File: config.mk
export PLATFORM = sky130hd
export DESIGN_NAME = dual_speed_bus_phaser
export DESIGN_NICKNAME = d
export VERILOG_FILES = /design/src/rtl/dsbp_pkg.sv /design/src/rtl/bus_raster_timer.sv /design/src/rtl/bus_dma_window.sv /design/src/rtl/bus_cycle_gate.sv /design/src/rtl/dual_speed_bus_phaser.sv
export SDC_FILE = /design/constraint.sdc
export NUM_CORES = 1
export LEC_CHECK = 0
export ABC_AREA = 1
export BUFFER_PORTS_ARGS = -buffer_cell sky130_fd_sc_hd__buf_2
export CAP_MARGIN = 15
export CORE_MARGIN = 2
export CORE_UTILIZATION = 33
export DETAILED_ROUTE_END_ITERATION = 6
export GPL_TIMING_DRIVEN = 0
export SLEW_MARGIN = 20
export SYNTH_ARGS = -nofsm -noshare
export SYNTH_HDL_FRONTEND = slang
export SYNTH_SLANG_ARGS = --single-unit
File: constraint.sdc
create_clock -name clk -period 2.3 [get_ports clk]
set_input_delay 0 -clock clk [delete_from_list [all_inputs] [get_ports clk]]
set_output_delay 0 -clock clk [all_outputs]
set_load 0.005 [all_outputs]
File: src/rtl/dsbp_pkg.sv
package dsbp_pkg;

    localparam int LINE_CYCLES = 65;
    localparam int CYC_W       = $clog2(LINE_CYCLES);

    typedef enum logic {PH1 = 1'b0, PH2 = 1'b1} phase_e;

    typedef struct packed {
        logic [CYC_W-1:0] cyc;
        phase_e           ph;
    } slot_t;

    typedef struct packed {
        logic halt_req;   // bus_avail low
        logic dma_take;   // video owns the bus
        logic refresh;    // fast-mode phi1 withheld
    } window_t;

    function automatic logic in_span(input logic [CYC_W-1:0] c,
                                     input int first, input int len);
        return (int'(c) >= first) && (int'(c) < first + len);
    endfunction

endpackage

File: src/rtl/bus_raster_timer.sv
module bus_raster_timer
    import dsbp_pkg::*;
(
    input  logic  clk,
    input  logic  rst,
    output slot_t slot
);
    localparam logic [CYC_W-1:0] LAST_CYC = CYC_W'(LINE_CYCLES - 1);

    always_ff @(posedge clk) begin
        if (rst) begin
            slot.cyc <= '0;
            slot.ph  <= PH1;
        end else if (slot.ph == PH1) begin
            slot.ph <= PH2;
        end else begin
            slot.ph  <= PH1;
            slot.cyc <= (slot.cyc == LAST_CYC) ? '0 : slot.cyc + 1'b1;
        end
    end
endmodule

File: src/rtl/bus_dma_window.sv
module bus_dma_window
    import dsbp_pkg::*;
#(
    parameter int REFRESH_CYCLES = 5,
    parameter int DMA_FIRST      = 15,
    parameter int DMA_CYCLES     = 40,
    parameter int HALT_LEAD      = 3
) (
    input  slot_t   slot,
    input  logic    speed_fast,
    input  logic    screen_on,
    input  logic    badline,
    output window_t win
);
    localparam int REFRESH_FIRST = LINE_CYCLES - REFRESH_CYCLES;
    localparam int HALT_FIRST    = DMA_FIRST - HALT_LEAD;
    localparam int HALT_CYCLES   = DMA_CYCLES + HALT_LEAD;

    logic dma_line;

    always_comb begin
        // Fast mode suppresses the video controller's bus takeover.
        dma_line     = !speed_fast && screen_on && badline;
        win.halt_req = dma_line && in_span(slot.cyc, HALT_FIRST, HALT_CYCLES);
        win.dma_take = dma_line && in_span(slot.cyc, DMA_FIRST, DMA_CYCLES);
        win.refresh  = speed_fast && (slot.ph == PH1)
                       && in_span(slot.cyc, REFRESH_FIRST, REFRESH_CYCLES);
    end
endmodule

File: src/rtl/bus_cycle_gate.sv
module bus_cycle_gate
    import dsbp_pkg::*;
(
    input  logic    clk,
    input  logic    rst,
    input  slot_t   slot,
    input  window_t win,
    input  logic    speed_fast,
    input  logic    io_hit,
    output logic    cpu_ce,
    output logic    io_strobe
);
    // Set when an I/O access was seen during phi1; lets the next phi2 run it.
    logic io_armed;

    always_ff @(posedge clk) begin
        if (rst) begin
            io_armed <= 1'b0;
        end else if (slot.ph == PH1) begin
            io_armed <= speed_fast && io_hit && !win.dma_take;
        end else begin
            io_armed <= 1'b0;
        end
    end

    always_comb begin
        if (win.dma_take) begin
            cpu_ce = 1'b0;
        end else if (slot.ph == PH2) begin
            cpu_ce = speed_fast ? (!io_hit || io_armed) : 1'b1;
        end else begin
            cpu_ce = speed_fast && !win.refresh && !io_hit;
        end
        io_strobe = cpu_ce && io_hit && (slot.ph == PH2);
    end
endmodule

File: src/rtl/dual_speed_bus_phaser.sv
module dual_speed_bus_phaser
    import dsbp_pkg::*;
#(
    parameter int REFRESH_CYCLES = 5,
    parameter int DMA_FIRST      = 15,
    parameter int DMA_CYCLES     = 40,
    parameter int HALT_LEAD      = 3
) (
    input  logic clk,
    input  logic rst,
    input  logic speed_fast,
    input  logic screen_on,
    input  logic badline,
    input  logic io_hit,
    output logic cpu_ce,
    output logic bus_avail,
    output logic io_strobe
);
    slot_t   slot;
    window_t win;

    bus_raster_timer u_timer (
        .clk  (clk),
        .rst  (rst),
        .slot (slot)
    );

    bus_dma_window #(
        .REFRESH_CYCLES (REFRESH_CYCLES),
        .DMA_FIRST      (DMA_FIRST),
        .DMA_CYCLES     (DMA_CYCLES),
        .HALT_LEAD      (HALT_LEAD)
    ) u_window (
        .slot       (slot),
        .speed_fast (speed_fast),
        .screen_on  (screen_on),
        .badline    (badline),
        .win        (win)
    );

    bus_cycle_gate u_gate (
        .clk        (clk),
        .rst        (rst),
        .slot       (slot),
        .win        (win),
        .speed_fast (speed_fast),
        .io_hit     (io_hit),
        .cpu_ce     (cpu_ce),
        .io_strobe  (io_strobe)
    );

    assign bus_avail = !win.halt_req;
endmodule

Word-level counts from Yosys, hierarchy flattened
Cells that the tools add are included.
{"block": "word_totals", "in_bits": 6, "regBits": 9}
{"block": "classes", "order_cmp": 5, "n_mux": 5, "addsub": 1, "n_bitwise": 1, "n_eq_ne": 1, "reduce_logical": 22}
{"cell": "logical AND 1 bit", "n": 15}
{"cell": "greater-or-equal comparator 7 x 4 -> 1 bit, second input constant", "n": 2}
{"cell": "adder 7 x 1 -> 7 bit, second input constant", "n": 1}
{"cell": "== test 7 bit, second input constant", "n": 1}
{"cell": "greater-or-equal comparator 7 x 6 -> 1 bit, second input constant", "n": 1}
{"cell": "< comparator 7 x 6 -> 1 bit, second input constant", "n": 1}
{"cell": "< comparator 7 bit, second input constant", "n": 1}
{"cell": "two-way mux 7 bit", "n": 1}
{"cell": "zero test 1 bit", "n": 5}
{"cell": "two-way mux 1 bit", "n": 4}
{"cell": "OR reduction 2 bit", "n": 1}
{"cell": "logical OR 1 bit", "n": 1}
{"cell": "NOT 1 bit", "n": 1}

Logic depth before layout (Yosys ltp)
{"block": "depth", "depth_word": 10, "ltp_mapped": 8}

Modules after synthesis
A second synthesis with hierarchy kept.
{"block": "unflattened", "cells_unflattened": 109, "area_unflattened_um2": 638.1}
{"mod": "bus_raster_timer", "n_inst": 1, "area_each_um2": 422.9, "seq_area_each_um2": 160.2, "cells_each": 60}
{"mod": "bus_dma_window", "n_inst": 1, "area_each_um2": 113.9, "seq_area_each_um2": 0.0, "cells_each": 29}
{"mod": "bus_cycle_gate", "n_inst": 1, "area_each_um2": 97.6, "seq_area_each_um2": 20.0, "cells_each": 19}
{"mod": "dual_speed_bus_phaser", "n_inst": 1, "area_each_um2": 3.8, "seq_area_each_um2": 0.0, "cells_each": 1}

Worst setup path after synthesis
No wires, ideal clock.
{"block": "synth_path", "path_type": "reg2reg", "start": "register u_timer.slot[1] (netlist name)", "end": "register u_timer.slot[3] (netlist name)", "synth_period_minus_slack_ns": 1.137, "arrival_time_ns": 1.059, "path_stages_with_launch": 6, "setup_slack_ns": 1.163, "n_path_buf": 0, "t_required_ns": 2.222, "path_cell_list": "dfxtp_1 -> inv_1 -> ha_1 -> and3_2 -> a21o_1 -> nor3_1"}
{"block": "synth_between", "elab_chain_len": 2}
{"item": "adder 7 x 1 -> 7 bit or == test 7 bit (tied branches)", "line_no": "bus_raster_timer.sv:18", "rtl": "slot.cyc <= (slot.cyc == LAST_CYC) ? '0 : slot.cyc + 1'b1;"}
{"item": "two-way mux 7 bit (*)", "line_no": "bus_raster_timer.sv:18"}
Every way passes the cells marked *; elsewhere a longest branch is shown, timed or not.
A chain may end at the register's enable or synchronous reset.

Final worst setup path
{"block": "layout_path", "start": "register u_timer.slot[4] (netlist name)", "end": "output port cpu_ce"}
{"block": "layout_between", "elab_chain_len": 8}
{"item": "greater-or-equal comparator 7 x 6 -> 1 bit or < comparator 7 bit (tied branches)", "line_no": "dsbp_pkg.sv:21", "rtl": "return (int'(c) >= first) && (int'(c) < first + len);"}
{"item": "logical AND 1 bit", "line_no": "dsbp_pkg.sv:21"}
{"item": "logical AND 1 bit", "line_no": "bus_dma_window.sv:27", "rtl": "&& in_span(slot.cyc, REFRESH_FIRST, REFRESH_CYCLES);"}
{"item": "zero test 1 bit", "line_no": "bus_cycle_gate.sv:32", "rtl": "cpu_ce = speed_fast && !win.refresh && !io_hit;"}
{"item": "logical AND 1 bit (2 in series)", "line_no": "bus_cycle_gate.sv:32"}
{"item": "two-way mux 1 bit", "line_no": "bus_cycle_gate.sv:29", "rtl": "end else if (slot.ph == PH2) begin"}
{"item": "two-way mux 1 bit (*)", "line_no": "bus_cycle_gate.sv:27", "rtl": "if (win.dma_take) begin"}
{"item": "end, declared", "line_no": "dual_speed_bus_phaser.sv:15", "rtl": "output logic cpu_ce,"}
Marked as above.

==> results.md <==
- Worst-Margin Slew: 0.271 ns
- Crit Path Class: flop to output port
- Setup TNS: 0 ns
- Initial DRC count: 10
- Fmax: 731 MHz
- Post-Place Cell Area: 576 um2
- Pwr Total: 315 uW
- Seq/Total Area, Yosys: 0.350
- # diodes: 0
- RSZ-0062 raised after global routing: no
- Crit path arrival time: 1.37 ns
- Clk_skew: 0.000391 ns
- Tcrit/Tclk final: 0.595
- Die width: 43.5 um
- Power Density: 514 nW/um2
- Storage cell area: 180 um2
- CP Max Fanout: 4
- Commonest non-fill, non-tap cells in the layout: nor2_1 (19), nand2_1 (17), inv_1 (12)
- Commonest non-fill, non-tap cell in the layout: nor2_1
- Design area: 612 um2
- H-tree Lvls: 1
- Multi-input logic area: 290 um2
- Fin crit period: 1.37 ns
- Pleak: 0.320 nW
- Tot GR Track Use: 0.131
- Clk slew on worst S/H paths: 0.06 ns
- Clk_lat worst skew: 0.25 ns
- Critical-path top delay cell: dfxtp_1
- Drt pass-1 iters: 4
- Post-DRT Antenna Nets: 0
- # setup viols final: 0
- WP data required: 2.30 ns
- Nets: 104
- Share of layout cells above drive strength 1: 0.137
- Layout area overhead: 18.7%
- CTS tree: yes
- Fin worst setup slack: 0.932 ns
- Post-detail-place hpwl: 845 um
- CTS Buf Count: 3
- Max Slew Vio Count: 0
- Hold crit path type: input pin to flop
- Row count: 14
- Fillers: 167
- CP Cell Sequence: nand2_1 > nor2_1 > nor2_1 > nand3_1 > nand2_1 > nor2_1 > buf_2
- Via/cell ratio: 4.86
- Status: finished, final reports clean
- Synthesized area per cell: 6.29 um2
- Worst vdd ir: 0.251 mV
- Antenna violations before repair: 0
- Startpoint Class: flop
- Max Cap Viol: 0
- Syn Inst Count: 82
- # IOs: 9
- Starting Density: 0.346
- Final hold violation count: 0
- Post_cts resized: 0
- Number of global-route vias before repair: 485
- CP Capture Type: output port
- Final core area utilization: 0.411
- Global-route wire length before repair: 1.92 mm
- DRC viols: 0
- Core footprint: 1490 um2
- Gpl congestion: 0.766
- Distinct cells, synth: 16
- Pin count of the biggest net entering global routing: 9
- Yosys warns: 0
- Critical Path Most Common Cell: nor2_1
- Final wirelength: 1.03 mm
- Die Footprint: 1890 um2
- Die height: 43.5 um
- Mapped Area: 515 um2
- Pre-CTS WS: 1.07 ns
- Mean routed wirelength per cell: 9.27 um
- Input/output buffers: 8
- Clock Sinks: 9
- Overflow after GRT: 0
- CP peak stage delay: 0.37 ns
- CTS max path bufs: 2
- Slew HR: 0.819
- CTS root buffer: clkbuf_4
- Syn_nets: 90
- Total number of vias: 539
- Post-synthesis register bit count: 9
-- cells in the mapped netlist --
library cell | number | share of area
a21oi_1 | 2 | 0.019
nor2_1 | 19 | 0.14
ha_1 | 2 | 0.049
and3_2 | 1 | 0.015
a211oi_1 | 1 | 0.015
xor2_1 | 1 | 0.017
or3_1 | 1 | 0.012
inv_1 | 12 | 0.087
a21o_1 | 1 | 0.015
o21ai_0 | 3 | 0.029
nand3_1 | 8 | 0.078
nand2_1 | 17 | 0.12
and3_1 | 1 | 0.012
nor3_1 | 3 | 0.029
nand2_2 | 1 | 0.012
dfxtp_1 | 9 | 0.35
-- kinds of logic (layout without fill, tap and decap cells) --
family          after synthesis  in the layout  synth area share
xor+xnor                      1              1            0.0170
fa+ha+maj                     2              2            0.0485
simple gates                 51             51             0.420
compound gates                7              7            0.0777
buf+inv                      12             25            0.0874
flops                         9              9             0.350
-- layer usage --
layer  GRT usage  vias up  wire (um)
met1       0.176      245        511
met5           0        -          0
met2       0.206        7        482
li1            -      285          -
met3      0.0125        2         26
met4      0.0727        0          9
-- what timing repair did --
action,4_1_cts,5_1_grt
setup endpoints to repair,0,0
buffers inserted,0,0
hold endpoints to repair,3,0
hold buffers,1,0
-- registers in the layout, summed over array words and instances, names as in the netlist --
signal,flops
u_gate.io_armed,1
u_timer.slot,8
-- final timing paths --
check        slack [ns]                            to                         start  cells after the start
max reg2reg        1.05  u_timer.slot[3]$_SDFFE_PP0P_  u_timer.slot[1]$_SDFFE_PP0P_                      5
max                0.93                        cpu_ce  u_timer.slot[4]$_SDFFE_PP0P_                      7
min reg2reg        0.50  u_timer.slot[6]$_SDFFE_PP0P_  u_timer.slot[6]$_SDFFE_PP0P_                      2
min                0.01    u_gate.io_armed$_SDFF_PP0_                    speed_fast                      2
-- stage by stage --
step | hold slack (ns) | instances
after floorplan | 0.0724 | 82
after global placement | 0.268 | 106
after detailed placement | 0.270 | 106
after CTS | 0.00915 | 111
after global routing | 0.0339 | 111
final | 0.0132 | 111
-- area by class of cell --
| class | count | share of cell area |
|---|---|---|
| Clock buffer | 4 | 0.0429 |
| Multi-Input combinational cell | 61 | 0.474 |
| Timing Repair Buffer | 9 | 0.0818 |
| Sequential cell | 9 | 0.294 |
| Inverter | 12 | 0.0736 |
| Tap cell | 16 | 0.0327 |
-- report_power, final --
| part | internal [mW] | switching (mW) |
|---|---|---|
| registers | 0.161 | 0.00605 |
| logic | 0.0144 | 0.0173 |
| clock network | 0.0665 | 0.0494 |
-- critical path: cells and delay by family (launching register included) --
family / cells / cell delay [ns]
buffers and inverters: 1 / 0.12
AND/OR/NAND/NOR: 6 / 0.63
flip-flops: 1 / 0.37
(Power assumes the default switching activity.)
